===== src/rtl/rx_ring_writer.sv =====
module rx_ring_writer #(
  parameter int PG_W       = 8,
  parameter int MAX_FRAME  = 1514,
  parameter int MEM_END_PG = 128
) (
  input  logic              clk,
  input  logic              rst_n,
  input  logic [PG_W-1:0]   cfg_start_pg,
  input  logic [PG_W-1:0]   cfg_stop_pg,
  input  logic [PG_W-1:0]   cfg_bnd_pg,
  input  logic              rx_halt,
  input  logic              cur_wr_en,
  input  logic [PG_W-1:0]   cur_wr_pg,
  output logic [PG_W-1:0]   cur_pg,
  input  logic              frm_valid,
  input  logic              frm_sof,
  input  logic              frm_eof,
  input  logic [7:0]        frm_data,
  output logic              frm_busy,
  output logic              mem_we,
  output logic [PG_W+7:0]   mem_addr,
  output logic [7:0]        mem_wdata,
  output logic              rx_done
);
  localparam int AW = PG_W + 8;

  typedef enum logic [1:0] {S_IDLE, S_PAY, S_DROP, S_HDR} st_t;
  st_t st;

  logic [PG_W-1:0] base_pg, eff_pg, nxt_pg;
  logic [AW-1:0]   wptr, first_addr, ring_lo, ring_hi;
  logic [15:0]     len, tot;
  logic [1:0]      hidx;
  logic            mcast, full, accept, idle, start;
  logic [7:0]      hdr_byte;

  assign ring_lo    = {cfg_start_pg, 8'h00};
  assign ring_hi    = {cfg_stop_pg, 8'h00};
  assign eff_pg     = (int'(cur_pg) >= MEM_END_PG) ? cfg_start_pg : cur_pg;
  assign first_addr = {eff_pg, 8'h04};
  assign idle       = (st == S_IDLE);
  assign start      = idle && frm_valid && frm_sof;
  assign accept     = start && !rx_halt && !full;
  assign tot        = len + 16'd4;

  function automatic logic [AW-1:0] step(input logic [AW-1:0] a,
                                         input logic [AW-1:0] lo,
                                         input logic [AW-1:0] hi);
    logic [AW-1:0] n;
    n = a + 1'b1;
    return (n == hi) ? lo : n;
  endfunction

  always_comb begin
    int fp;
    if (cur_pg < cfg_bnd_pg) fp = int'(cfg_bnd_pg) - int'(cur_pg);
    else fp = (int'(cfg_stop_pg) - int'(cfg_start_pg)) - (int'(cur_pg) - int'(cfg_bnd_pg));
    full = (cfg_stop_pg <= cfg_start_pg) || (fp * 256 < MAX_FRAME + 4);
  end

  always_comb begin
    int nx;
    nx = int'(base_pg) + ((int'(len) + 8 + 255) / 256);
    if (nx >= int'(cfg_stop_pg)) nx = nx - (int'(cfg_stop_pg) - int'(cfg_start_pg));
    nxt_pg = PG_W'(nx);
  end

  always_comb begin
    case (hidx)
      2'd0:    hdr_byte = mcast ? 8'h21 : 8'h01;
      2'd1:    hdr_byte = 8'(nxt_pg);
      2'd2:    hdr_byte = tot[7:0];
      default: hdr_byte = tot[15:8];
    endcase
  end

  assign frm_busy  = (st == S_HDR);
  assign rx_done   = frm_busy && (hidx == 2'd3);
  assign mem_we    = accept || (st == S_PAY && frm_valid) || frm_busy;
  assign mem_addr  = frm_busy ? {base_pg, 6'd0, hidx} : (st == S_PAY) ? wptr : first_addr;
  assign mem_wdata = frm_busy ? hdr_byte : frm_data;

  always_ff @(posedge clk) begin
    if (!rst_n) begin
      st      <= S_IDLE;
      cur_pg  <= '0;
      base_pg <= '0;
      wptr    <= '0;
      len     <= '0;
      hidx    <= '0;
      mcast   <= 1'b0;
    end else begin
      if (rx_done) cur_pg <= nxt_pg;
      else if (cur_wr_en) cur_pg <= cur_wr_pg;
      case (st)
        S_IDLE: if (start) begin
          if (accept) begin
            base_pg <= eff_pg;
            wptr    <= step(first_addr, ring_lo, ring_hi);
            len     <= 16'd1;
            mcast   <= frm_data[0];
            hidx    <= 2'd0;
            st      <= frm_eof ? S_HDR : S_PAY;
          end else begin
            st      <= frm_eof ? S_IDLE : S_DROP;
          end
        end
        S_PAY: if (frm_valid) begin
          wptr <= step(wptr, ring_lo, ring_hi);
          len  <= len + 16'd1;
          if (frm_eof) st <= S_HDR;
        end
        S_DROP: if (frm_valid && frm_eof) st <= S_IDLE;
        S_HDR: begin
          hidx <= hidx + 2'd1;
          if (hidx == 2'd3) st <= S_IDLE;
        end
        default: st <= S_IDLE;
      endcase
    end
  end
endmodule



===== config.mk =====
export PLATFORM = sky130hd
export DESIGN_NAME = rx_ring_writer
export DESIGN_NICKNAME = d
export VERILOG_FILES = /design/src/rtl/rx_ring_writer.sv
export SDC_FILE = /design/constraint.sdc
export NUM_CORES = 1
export LEC_CHECK = 0
export BUFFER_PORTS_ARGS = -buffer_cell sky130_fd_sc_hd__buf_4
export CAP_MARGIN = 5
export CORE_ASPECT_RATIO = 0.5
export CORE_MARGIN = 4
export CORE_UTILIZATION = 60
export DETAILED_ROUTE_END_ITERATION = 16
export GPL_TIMING_DRIVEN = 0
export HOLD_SLACK_MARGIN = 0.1
export PLACE_DENSITY = 0.82
export SLEW_MARGIN = 20
export SYNTH_ARGS = -nofsm -noshare
export SYNTH_HDL_FRONTEND = slang
export SYNTH_SLANG_ARGS = --single-unit

===== constraint.sdc =====
create_clock -name clk -period 5.4 [get_ports clk]
set_input_delay 0.54 -clock clk [delete_from_list [all_inputs] [get_ports clk]]
set_output_delay 0.54 -clock clk [all_outputs]
set_load 0.05 [all_outputs]

-- Yosys cells after proc, flatten, opt, wreduce, memory -nomap -nowiden
Cells that the tools add are included.
- bits in registers: 53
- bits of input ports: 47
- output and inout port bits: 35
- $add $sub $neg: 14
- order comparisons: 5
- equality and inequality tests: 14
- muxes and demuxes: 32
- bitwise operators: 1
- reduce and logical (&&, ||, !) cells: 22
- operator list (kind ; count):
    16-bit two-way mux ; 10
    16-bit case mux with 2 select lines ; 2
    16-bit by 1-bit adder with 16-bit output, second input constant ; 3
    8-bit two-way mux ; 5
    32-bit by 1-bit adder with 32-bit output ; 1
    9-bit by 32-bit adder with 32-bit output ; 1
    16-bit equality test ; 2
    32-bit by 9-bit >= comparator with 1-bit output ; 1
    32-bit by 12-bit < comparator with 1-bit output, second input constant ; 1
    8-bit by 8-bit subtractor with 9-bit output ; 3
    24-bit two-way mux ; 1
    8-bit case mux with 3 select lines ; 1
    2-bit two-way mux ; 10
    17-bit by 8-bit adder with 18-bit output, second input constant ; 1
    16-bit by 4-bit adder with 17-bit output, second input constant ; 1
    16-bit by 3-bit adder with 16-bit output, second input constant ; 1
    9-bit by 9-bit subtractor with 10-bit output ; 1
    2-bit equality test, second input constant ; 4
    8-bit >= comparator, second input constant ; 1
    8-bit less-or-equal comparator ; 1
    8-bit < comparator ; 1
    2-bit inequality test, second input constant ; 4
    2-bit case mux with 4 select lines ; 1
    8-bit OR reduction ; 1
    15 further kinds ; 30

-- Longest topological paths before layout
Gate-level depths: netlist of run 1.
- depth after elaboration: 10
- depth in mapped cells: 23
- depth with buffers taken out: 21

-- Least setup slack after synthesis of run 1
No wires, ideal clock.
- path type: register to output
- start point: register len[2]
- end point: output mem_wdata[0]
- data arrival time: 4.537 ns
- required time: 4.860 ns
- setup slack: 0.323 ns
- cell stages (with the launch flop): 22
- cells stage by stage: dfxtp_1 -> inv_1 -> ha_1 -> nor2b_1 -> o21ai_0 -> nand2_1 -> nand2_1 -> xnor2_1 -> ha_1 -> nor2b_1 -> o21ai_0 -> a21oi_1 -> a211oi_1 -> xnor2_1 -> ha_1 -> a21o_1 -> a211oi_1 -> o211ai_1 -> buf_2 -> mux2i_1 -> nand2_1 -> a21oi_1
- word-level cells in the longest chain between the ends: 10
- elaborated cells on any way between the ends: 12
- those cells by class: add/sub (6); order compare (1); mux (3); bitwise (1); reduce/logical (1)
- ends and longest elaborated chain (item ; RTL line ; RTL):
    start, declared ; 32 ; logic [15:0] len, tot;
    start signal, assigned ; 110 ; len <= len + 16'd1;
    16-bit by 4-bit adder with 17-bit output ; 63 ; nx = int'(base_pg) + ((int'(len) + 8 + 255) / 256);
    17-bit by 8-bit adder with 18-bit output ; 63 ;
    8-bit OR reduction (no source line) ; - ;
    1-bit bitwise AND (no source line) ; - ;
    32-bit by 1-bit adder with 32-bit output (no source line) ; - ;
    9-bit by 32-bit adder with 32-bit output ; 63 ;
    32-bit by 9-bit >= comparator with 1-bit output / 8-bit subtractor (equally long branches) ; 64 ; if (nx >= int'(cfg_stop_pg)) nx = nx - (int'(cfg_stop_pg) - int'(cfg_start_pg));
    8-bit two-way mux ; 64 ;
    8-bit case mux with 3 select lines * ; 69 ; case (hidx)
    8-bit two-way mux * ; 81 ; assign mem_wdata = frm_busy ? hdr_byte : frm_data;
    end, declared ; 22 ; output logic [7:0] mem_wdata,
Every way passes the cells marked *; elsewhere a longest branch is shown, timed or not.

-- Worst setup path after layout of run 1
- start point: register len[0]
- end point: output mem_wdata[4]
The elaborated chain is that of the path after synthesis.

==> results.md, run 1 <==
| Parameter | This run |
| --- | --- |
| Number of flops mapped to enable cells by yosys | 0 |
| Setup violation total in the final timing report | 0 |
| Fraction of layout cells with a size suffix above 1 | 0.171 |
| Total die area | 12700 µm² |
| Post-synth top area cell | dfxtp_1 |
| Standard cell area after detailed placement | 7300 µm² |
| Remaining DRCs | 0 |
| Die Wd | 156 µm |
| Start-to-end type of the worst setup path | flip-flop to output pin |
| Highest routed metal layer | met4 |
| First-pass iteration count of the detailed router | 5 |
| Share of async-settable or async-resettable flops after synthesis | 0 |
| Final Instance Area | 7650 µm² |
| Initial DRC Count | 773 |
| Sequential share of the synthesized area | 0.162 |
| Wire length of the first global-routing pass | 34400 µm |
| FMAX | 0.189 GHz |
| Met2 Wirelength | 9750 µm |
| Summed negative setup slack over all endpoints | 0 ns |
| Routed wire length | 22300 µm |
| Detail Placement HPWL | 17600 µm |
| Number of routed nets with antenna violations | 0 |
| Synth Register Bits | 53 |
| Clock tree from TritonCTS | done |
| Worst ir drop on vdd | 0.135 mV |
| Total number of yosys warnings | 0 |
| Number of antenna violations at the first check in global routing | 0 |
| Total routing resource utilization after global routing | 0.343 |
| Number of max-capacitance violations reported | 0 |
| Area share of the largest cell type after synthesis | 0.162 |
| Weighted congestion at the end of routability-driven global placement | 1.01 |
| Count of non-filler cells in the finished layout | 1107 |
| Main synth FF type | dfxtp_1 |
| Total length of routed met3 wires | 2540 µm |
| Max-Slew Margin vs Limit | 0.518 |
| Slew of the pin with the lowest slew margin | 0.724 ns |
| Dominant cells by area after synthesis | dfxtp_1 16%, ha_1 12%, a21oi_1 5.2% |
| Placeable core area | 10400 µm² |
| Vias in the first global route | 6371 |
| Critical-path maximum fanout | 5 |
| Maximum level of the CTS H-tree | 2 |
| Arrival @ worst endpoint | 4.75 ns |
| Average footprint of a synthesized cell | 7.47 µm² |
| Clock slew seen by the registers of the worst setup and hold paths | 0.08 ns |
| Clock tree buffer depth | 2 |
| Max-slew violation count | 0 |
| Root Buffer Master | clkbuf_16 |
| Leakage power figure | 0.00330 µW |
| Unique cell type count in the Yosys netlist | 72 |
| Later-pin clock latency in the skew report | 0.31 ns |
| FP Rows | 26 |
| WL per Instance | 20.1 µm |
| Global route total overflow | 0 |
| Height of the chip | 81.8 µm |
| Clock period minus worst slack | 5.29 ns |
| Worst path required time | 4.86 ns |
| Final Hold Fails | 0 |
| Min Hold Slack | 0.507 ns |
| Largest net degree at the start of global routing | 19 |
| Post-synth net total | 992 |
| Area delta synth->final | 17.1% |
| Met1 routed wirelength after detailed routing | 9620 µm |
| Period utilisation layout | 0.980 |
| Clock Skew | 0.0103 ns |
| Total clock buffers created by CTS | 5 |
| Worst hold-check path type | flip-flop to flip-flop |
| N_diodes | 0 |
| IO Port Bufs | 79 |
| Via-per-instance ratio | 6.41 |
| Effective utilization at floorplan | 0.628 |
| Cell count after synthesis | 874 |
| Cell Area, Synth | 6530 µm² |
| Total power per unit cell area | 177 nW/µm² |
| Top-Level Pins | 82 |
| Launching element type of the critical path | flip-flop |
| Nature of the critical path endpoint | output pin |
| Placed Cells | 1093 |
| Routed via count | 7094 |
| Layout Nets | 1084 |
| Clock Sinks | 53 |
| Number of hold buffers added after cts | 0 |
| Result of the run | finished, final reports clean |
## routing by layer
layer | vias up | GRT usage
met5 | - | 0
met4 | 0 | 0.0550
met3 | 45 | 0.0674
met2 | 403 | 0.552
met1 | 3344 | 0.487
li1 | 3302 | -
## kinds of logic after synthesis
group / count (synthesis) / synth area share
AOI/OAI and AO/OA: 237 / 0.239
xor gates and xnor gates: 66 / 0.0906
and+or+nand+nor: 286 / 0.230
buffers and inverters: 126 / 0.0806
adders and majority gates: 71 / 0.143
muxes: 35 / 0.0550
DFF: 53 / 0.162
## cell usage after synthesis, drive strengths merged (13+ instances only)
cell    instances
nand2          75
ha             65
nor2b          14
xnor2          38
a21o           16
a31oi          16
buf            21
clkbuf         31
nand2b         17
nand4          16
nor2           65
o21ai          50
xor2           27
nor3           15
mux2i          28
a21oi          69
dfxtp          53
inv            74
a211oi         13
nand3          28
## area by class of cell
class	instances	area, µm²
Inverter	74	278
Timing Repair Buffer	86	649
Fill cell	864	2760
Buffer	51	248
Clock buffer	5	125
Multi-Input combinational cell	695	5050
Clock inverter	3	47.5
Tap cell	140	175
Sequential cell	53	1070
## cell usage in the layout, fill, tap and decap left out, types with 7 or more instances in the layout
cell,synthesis,routed
nor3_1,14,14
ha_1,65,61
a211oi_1,12,10
inv_1,74,73
buf_4,4,90
nand2_1,75,74
o21ai_0,48,46
a21oi_1,68,67
nor2_1,65,65
xnor2_1,38,34
mux2_2,7,7
o22ai_1,8,8
or4_1,10,10
nand3_1,26,26
o31ai_1,8,8
xor2_1,27,27
clkbuf_1,30,29
a21o_1,16,16
a31oi_1,16,15
buf_2,12,11
nand4_1,14,14
nor2b_1,14,13
nand2b_1,16,16
mux2i_1,28,27
dfxtp_1,53,49
o211ai_1,7,7
or3_1,10,10
and2_1,8,8
## timing repair
action / in CTS / in global routing
setup buffers: 1 / 6
endpoints found under the setup margin: 8 / 8
gates resized for setup: 14 / 19
pin swaps: 4 / 13
## worst max-delay path, stage by stage (launching register included)
cell and delay, ns:
dfxtp_4 0.39, inv_1 0.08, ha_1 0.22, nor2b_2 0.18
o21ai_4 0.10, xnor2_2 0.23, ha_2 0.21, inv_1 0.05
fa_2 0.35, nor2b_1 0.15, o21ai_2 0.08, a21oi_2 0.19
a211oi_2 0.06, xnor2_1 0.23, ha_1 0.29, a21o_1 0.19
a211oi_2 0.21, o211ai_1 0.13, buf_4 0.15, mux2_2 0.31
a221o_1 0.31, a22o_1 0.19, buf_6 0.15
## power by group
part           switching [µW]  internal [µW]  total, µW  leakage, µW
Combinational             339            222        561      0.00279
Sequential               8.53            396        404     0.000432
Clock                     167            223        390    0.0000848
## per-stage QoR
| step | util | power [µW] | worst slack [ns] |
|---|---|---|---|
| finish | 0.735 | 1360 | 0.108 |
| global route | 0.735 | 1420 | -0.0153 |
| CTS | 0.724 | 1340 | 0.00251 |
| detailed placement | 0.701 | 961 | -0.185 |
| global placement | 0.701 | 950 | -0.118 |
| floorplan | - | 810 | 0.323 |
## final timing paths
kind               from            to  slack (ns)  cells past startpoint
max              len[0]  mem_wdata[4]        0.11                     22
min          base_pg[0]    base_pg[0]        0.51                      2
max reg2reg   cur_pg[0]       len[11]        0.63                     21
min reg2reg  base_pg[0]    base_pg[0]        0.51                      2
## sequential cells by signal (all words and copies together) (netlist names)
signal and count:
base_pg 8, len 16, hidx 2, mcast 1, st 2, cur_pg 8
wptr 16
Power figures use the tool's default switching activity.
==> run 2: changes to the inputs <==
--- a/config.mk
+++ b/config.mk
@@ -10,10 +10,13 @@
 export CORE_ASPECT_RATIO = 0.5
 export CORE_MARGIN = 4
 export CORE_UTILIZATION = 60
+export CTS_BUF_LIST = sky130_fd_sc_hd__clkbuf_4 sky130_fd_sc_hd__clkbuf_8 sky130_fd_sc_hd__clkbuf_16
+export CTS_CLUSTER_SIZE = 14
 export DETAILED_ROUTE_END_ITERATION = 16
 export GPL_TIMING_DRIVEN = 0
 export HOLD_SLACK_MARGIN = 0.1
 export PLACE_DENSITY = 0.82
+export REMOVE_ABC_BUFFERS = 1
 export SLEW_MARGIN = 20
 export SYNTH_ARGS = -nofsm -noshare
 export SYNTH_HDL_FRONTEND = slang
==> run 2 against run 1 <==
Global-route usage down 3.1 points. Sequential cell count unchanged. Utilization down 1.5 points. Routed wire length down 8.4%. Combinational power down 2%.
==> results.md, run 2 (synthesized netlist as in run 1, its figures left out) <==
| Parameter | This run | Change |
| --- | --- | --- |
| Critical-path maximum fanout | 5 | unchanged |
| Remaining DRCs | 0 | unchanged |
| Biggest regs | len: 16 flops, wptr: 16 flops |  |
| Clock tree from TritonCTS | done |  |
| Highest cell delay on the worst timing path | 0.37 ns | -0.02 ns |
| Start-to-end type of the worst setup path | flip-flop to output pin |  |
| Top-Level Pins | 82 | unchanged |
| Nature of the critical path endpoint | output pin |  |
| Routed wire length | 20400 µm | -8.4% |
| Comb power frac | 0.405 | -0.009 |
| Commonest non-fill, non-tap cells in the layout | 87 x buf_4, 75 x nand2_1, 74 x inv_1, 67 x a21oi_1, 65 x nor2_1 |  |
| First-pass iteration count of the detailed router | 5 | unchanged |
| Number of routed nets with antenna violations | 0 | unchanged |
| Height of the chip | 81.8 µm | unchanged |
| Largest net degree at the start of global routing | 32 | +13 |
| Vias in the first global route | 6099 | -4.3% |
| Clock Sinks | 53 | unchanged |
| Setup violation total in the final timing report | 0 | unchanged |
| IO Port Bufs | 81 | +2.5% |
| Number of antenna violations at the first check in global routing | 0 | unchanged |
| Worst reg2reg path depth | 18 | -14% |
| Switching share of power | 0.371 | -0.00845 |
| Area delta synth->final | 14.7% |  |
| Total power per unit cell area | 181 nW/µm² | +1.9% |
| Most common cell after layout, fill and taps aside | buf_4 |  |
| Filler instances | 848 | -1.9% |
| Total die area | 12700 µm² | unchanged |
| Routed via count | 6841 | -3.6% |
| Number of max-capacitance violations reported | 0 | unchanged |
| Effective utilization at floorplan | 0.628 | unchanged |
| Arrival @ worst endpoint | 4.80 ns | +0.05 ns |
| Final Hold Fails | 0 | unchanged |
| Cell-by-cell listing of the critical path | inv_1, ha_1, nor2b_1, o21ai_2, xnor2_1, ha_2, inv_1, fa_2, nor2b_2, o21ai_2, a21oi_2, a211oi_2, xnor2_2, ha_1, a21o_1, a211oi_2, o211ai_1, buf_4, buf_12, mux2i_2, a221oi_1, nor2_1, buf_4 |  |
| Via-per-instance ratio | 6.45 | +0.61% |
| Global route total overflow | 0 | unchanged |
| Clock tree buffer depth | 2 | unchanged |
| Result of the run | finished, final reports clean |  |
| Clock slew seen by the registers of the worst setup and hold paths | 0.07 ns | about the same |
| Worst ir drop on vdd | 0.136 mV | +0.63% |
| Initial DRC Count | 835 | +8.0% |
| Worst hold-check path type | flip-flop to flip-flop |  |
| Weighted congestion at the end of routability-driven global placement | 0.942 | -6.4% |
| Period utilisation layout | 0.990 | +0.00974 |
| N_diodes | 0 | unchanged |
| Total routing resource utilization after global routing | 0.312 | -0.0310 |
| WL per Instance | 19.2 µm | -4.5% |
| Wire length of the first global-routing pass | 31800 µm | -7.8% |
| Placeable core area | 10400 µm² | unchanged |
| Total power after layout | 1350 µW | -0.18% |
| Total clock buffers created by CTS | 5 | unchanged |
| Later-pin clock latency in the skew report | 0.30 ns | about the same |
| Worst path required time | 4.86 ns | about the same |
| Leakage power figure | 0.00322 µW | -2.4% |
| Worst Hold Path Cells | 2 | unchanged |
| FP Rows | 26 | unchanged |
| Clock Skew | 0.00417 ns | -0.00617 ns |
| Max-slew violation count | 0 | unchanged |
| Clock period minus worst slack | 5.34 ns | +0.0526 ns |
| Slew of the pin with the lowest slew margin | 1.08 ns | +0.353 ns |
| Detail Placement HPWL | 15500 µm | -12% |
| Utilization of the core after routing | 0.720 | -0.0153 |
| Internal power consumption | 850 µW | +1.2% |
| Fraction of layout cells with a size suffix above 1 | 0.165 | -0.00559 |
| Root Buffer Master | clkbuf_16 |  |
| Layout Nets | 1038 | -4.2% |
| Net Switching | 502 µW | -2.4% |
| Max-Slew Margin vs Limit | 0.281 | -0.236 |
| FMAX | 0.187 GHz | -0.98% |
| Launching element type of the critical path | flip-flop |  |
| Die Wd | 156 µm | unchanged |
| Relative contribution of sequential cells to total power | 0.306 | +0.008 |
| Clock share of power | 0.289 | about the same |
| Critical path's slowest cell | dfxtp_4 |  |
| Maximum level of the CTS H-tree | 2 | unchanged |
==> run 2: cell count changes in the layout (fill, tap and decap cells not counted), moves of 2 or more <==
cell	before	now
dfxtp_4	3	1
buf_1	2	0
dfxtp_2	1	4
mux2i_1	27	25
buf_6	4	2
inv_6	2	0
mux2i_2	1	3
clkbuf_1	29	0
buf_4	90	87
buf_2	11	0
==> run 2: power groups by stage <==
stage / Combinational (µW) / Sequential (µW) / Clock (µW)
global route: 594 / 415 / 408
CTS: 535 / 413 / 388
detailed placement: 530 / 423 / 0
floorplan: 371 / 429 / 0
finish: 547 / 414 / 392
global placement: 515 / 423 / 0
==> run 2: repair_timing <==
item,4_1_cts,5_1_grt
pin swaps,4,8
endpoints found under the setup margin,8,9
hold buffers,0,0
setup buffers,6,3
resized for setup,7,25
==> run 2: per-layer routing <==
| layer | GRT usage | vias to the layer above | part of all wire |
|---|---|---|---|
| met5 | 0 | - | 0 |
| met4 | 0.0786 | 0 | 0.021 |
| met3 | 0.0505 | 34 | 0.11 |
| met2 | 0.494 | 364 | 0.43 |
| met1 | 0.446 | 3221 | 0.44 |
| li1 | - | 3222 | - |
==> run 2: through the flow <==
stage | hold WS (ns) | area [µm²] | std cells | setup TNS [ns] | worst slack (ns)
floorplan | 0.460 | 6280 | 822 | 0 | 0.209
global placement | 0.485 | 7070 | 1043 | -13.09 | -0.448
detailed placement | 0.483 | 7100 | 1044 | -2.56 | -0.478
CTS | 0.497 | 7360 | 1058 | 0 | 0.00563
global route | 0.524 | 7490 | 1061 | -0.902 | -0.140
finish | 0.499 | 7490 | 1061 | 0 | 0.0554
==> run 2: path summary, 6_finish.rpt <==
check                      end       start  slack (ns)
setup / recovery  mem_wdata[1]      len[2]        0.06
setup reg to reg        len[1]   cur_pg[0]        0.68
hold / removal      base_pg[0]  base_pg[0]        0.50
hold reg to reg     base_pg[0]  base_pg[0]        0.50
==> run 2: layout make-up <==
type,instances,area [µm²],area share
Multi-Input combinational cell,695,5070,0.677
Clock inverter,2,37.5,0.00501
Tap cell,140,175,0.0234
Sequential cell,53,1070,0.143
Clock buffer,6,139,0.0185
Inverter,74,278,0.0371
Timing Repair Buffer,91,723,0.0965
==> run 2: critical path, delay by kind of cell (launching register included) <==
kind | cells | cell delay [ns]
xor gates and xnor gates | 2 | 0.36
and+or+nand+nor | 3 | 0.47
muxes | 1 | 0.33
DFF | 1 | 0.37
adders and majority gates | 4 | 1.06
buffers and inverters | 5 | 0.68
AOI/OAI and AO/OA | 8 | 1.23
==> run 3: changes to the inputs <==
--- a/config.mk
+++ b/config.mk
@@ -9,13 +9,13 @@
 export CAP_MARGIN = 5
 export CORE_ASPECT_RATIO = 0.5
 export CORE_MARGIN = 4
-export CORE_UTILIZATION = 60
-export CTS_BUF_LIST = sky130_fd_sc_hd__clkbuf_4 sky130_fd_sc_hd__clkbuf_8 sky130_fd_sc_hd__clkbuf_16
+export CORE_UTILIZATION = 61
+export CTS_BUF_LIST = sky130_fd_sc_hd__clkbuf_8
 export CTS_CLUSTER_SIZE = 14
 export DETAILED_ROUTE_END_ITERATION = 16
 export GPL_TIMING_DRIVEN = 0
 export HOLD_SLACK_MARGIN = 0.1
-export PLACE_DENSITY = 0.82
+export PLACE_DENSITY = 0.83
 export REMOVE_ABC_BUFFERS = 1
 export SLEW_MARGIN = 20
 export SYNTH_ARGS = -nofsm -noshare
==> run 3 against run 2 <==
Register-to-register slack lost 0.02 ns. Setup slack better by 0.073 ns. Critical path type unchanged. Clock power shrank 37%. Count of clock-buffer cells in the layout fell by 1. Sequential cell count did not move.
==> results.md, run 3 (synthesized netlist as in run 1, its figures left out) <==
| Parameter | This run | Change |
| --- | --- | --- |
| Comb power frac | 0.455 | +0.050 |
| FP Rows | 26 | unchanged |
| Worst Hold Path Cells | 3 | +1 |
| Maximum level of the CTS H-tree | 2 | unchanged |
| Worst hold-check path type | input pin to flip-flop |  |
| Clock tree from TritonCTS | done |  |
| Routed wire length | 20800 µm | +1.9% |
| Later-pin clock latency in the skew report | 0.33 ns | +0.03 ns |
| Remaining DRCs | 0 | unchanged |
| Worst ir drop on vdd | 0.143 mV | +4.7% |
| Standard cell area after detailed placement | 7100 µm² | unchanged |
| Relative contribution of sequential cells to total power | 0.341 | +0.035 |
| Height of the chip | 81.2 µm | -0.74% |
| First-pass iteration count of the detailed router | 6 | +1 |
| N_diodes | 0 | unchanged |
| Total area of multi-input combinational cells | 5110 µm² | +0.86% |
| Final Hold Fails | 0 | unchanged |
| Period utilisation layout | 0.976 | -0.0136 |
| Utilization of the core after routing | 0.723 | +0.00305 |
| Routed via count | 6859 | +0.26% |
| Detail Placement HPWL | 15900 µm | +2.3% |
| Placed Cells | 1044 | unchanged |
| Via-per-instance ratio | 6.45 | about the same |
| Leakage power figure | 0.00319 µW | -0.91% |
| Nature of the critical path endpoint | output pin |  |
| Clock Sinks | 53 | unchanged |
| Launching element type of the critical path | flip-flop |  |
| Total die area | 12500 µm² | -1.5% |
| Total routing resource utilization after global routing | 0.320 | +0.00770 |
| FF+latch area | 1070 µm² | +0.12% |
| Critical-path maximum fanout | 5 | unchanged |
| WL per Instance | 19.6 µm | +1.7% |
| Clock period minus worst slack | 5.27 ns | -0.0732 ns |
| Layout Nets | 1040 | +0.19% |
| Result of the run | finished, final reports clean |  |
| Largest net degree at the start of global routing | 32 | unchanged |
| Most common cell after layout, fill and taps aside | buf_4 |  |
| Placeable core area | 10300 µm² | -0.94% |
| Worst reg2reg path depth | 21 | +3 |
| Worst path required time | 4.86 ns | about the same |
| Global route total overflow | 0 | unchanged |
| Setup violation total in the final timing report | 0 | unchanged |
| Number of antenna violations at the first check in global routing | 0 | unchanged |
| Clock tree buffer depth | 2 | unchanged |
| Vias in the first global route | 6285 | +3.0% |
| IO Port Bufs | 81 | unchanged |
| Root Buffer Master | clkbuf_8 |  |
| Net Switching | 502 µW | about the same |
| Max-Slew Margin vs Limit | 0.272 | -0.00916 |
| Clock Skew | 0.00894 ns | +0.00476 ns |
| Start-to-end type of the worst setup path | flip-flop to output pin |  |
| Clock share of power | 0.204 | -0.085 |
| Commonest non-fill, non-tap cells in the layout | 90 x buf_4, 74 x nand2_1, 72 x inv_1, 66 x a21oi_1, 65 x nor2_1 |  |
| Arrival @ worst endpoint | 4.73 ns | -0.07 ns |
| Effective utilization at floorplan | 0.633 | +0.00594 |
| Weighted congestion at the end of routability-driven global placement | 0.968 | +2.7% |
| Count of non-filler cells in the finished layout | 1063 | +0.19% |
| Max-slew violation count | 0 | unchanged |
| Total power per unit cell area | 163 nW/µm² | -9.7% |
| Internal power consumption | 712 µW | -16% |
| Number of hold buffers added after cts | 0 | unchanged |
| FMAX | 0.190 GHz | +1.4% |
| Number of max-capacitance violations reported | 0 | unchanged |
| Initial DRC Count | 825 | -1.2% |
| Final Instance Area | 7450 µm² | -0.52% |
| Fraction of layout cells with a size suffix above 1 | 0.170 | +0.00506 |
| Biggest regs | len: 16 flops, wptr: 16 flops |  |
| Top-Level Pins | 82 | unchanged |
| Area delta synth->final | 14.1% |  |
| Slew of the pin with the lowest slew margin | 1.09 ns | +0.0137 ns |
| Clock slew seen by the registers of the worst setup and hold paths | 0.11 ns | +0.04 ns |
| Wire length of the first global-routing pass | 32200 µm | +1.5% |
| Number of routed nets with antenna violations | 0 | unchanged |
| Total clock buffers created by CTS | 5 | unchanged |
| Die Wd | 154 µm | -0.78% |
| Filler instances | 848 | unchanged |
| Switching share of power | 0.414 | +0.0421 |
[run 3: worst paths after layout]
check,startpoint,to,slack [ns]
worst max register to register,cur_pg[0],len[11],0.66
worst max-delay path,len[0],mem_wdata[3],0.13
worst min-delay path,frm_data[0],mcast,0.46
worst min register to register,base_pg[0],base_pg[0],0.50
[run 3: power by group through the flow]
| stage | Clock (µW) | Sequential (µW) | Combinational (µW) |
|---|---|---|---|
| floorplan | 0 | 429 | 371 |
| global placement | 0 | 422 | 514 |
| detailed placement | 0 | 423 | 533 |
| CTS | 249 | 414 | 538 |
| global route | 266 | 416 | 599 |
| finish | 248 | 414 | 552 |
[run 3: metal layers]
metal | global-route usage | vias up | routed length (µm)
li1 | - | 3220 | -
met1 | 0.437 | 3184 | 8920
met2 | 0.507 | 401 | 9040
met3 | 0.0756 | 54 | 2270
met4 | 0.0916 | 0 | 569
met5 | 0 | - | 0
[run 3: worst max-delay path, stage by stage (launching register included)]
cell,delay (ns)
dfxtp_4,0.38
inv_1,0.12
ha_1,0.21
nor2b_4,0.06
o21ai_4,0.22
xnor2_2,0.14
ha_2,0.22
inv_2,0.04
fa_2,0.38
nor2b_2,0.14
o21ai_2,0.08
a21oi_2,0.18
a211oi_2,0.06
xnor2_1,0.23
ha_1,0.29
a21o_1,0.18
a211oi_2,0.21
o211ai_1,0.20
buf_4,0.23
mux2_4,0.34
a221oi_2,0.22
nor2_1,0.11
buf_6,0.16
[run 3: metrics by stage]
| stage | setup WS [ns] | setup TNS, ns | total power [µW] | hold slack [ns] |
|---|---|---|---|---|
| final | 0.129 | 0 | 1210 | 0.461 |
| after global routing | -0.121 | -0.572 | 1280 | 0.463 |
| after CTS | 0.00323 | 0 | 1200 | 0.462 |
| after detailed placement | -0.432 | -2.39 | 957 | 0.484 |
| after global placement | -0.501 | -14.34 | 936 | 0.483 |
| after floorplan | 0.209 | 0 | 800 | 0.460 |
[run 3: what timing repair did]
| action | in CTS | in global routing |
|---|---|---|
| setup endpoints to repair | 8 | 8 |
| hold endpoints to repair | 0 | 0 |
| pin swaps | 2 | 19 |
| resized for setup | 8 | 34 |
| buffers inserted | 4 | 7 |
[run 3: layout make-up]
cell class / count / area share
well taps: 140 / 0.0235
flip-flops and latches: 53 / 0.144
inverters: 74 / 0.0373
repair buffers: 93 / 0.0974
clock inverters: 3 / 0.00285
multi-input cells: 695 / 0.686
clock buffers: 5 / 0.00923
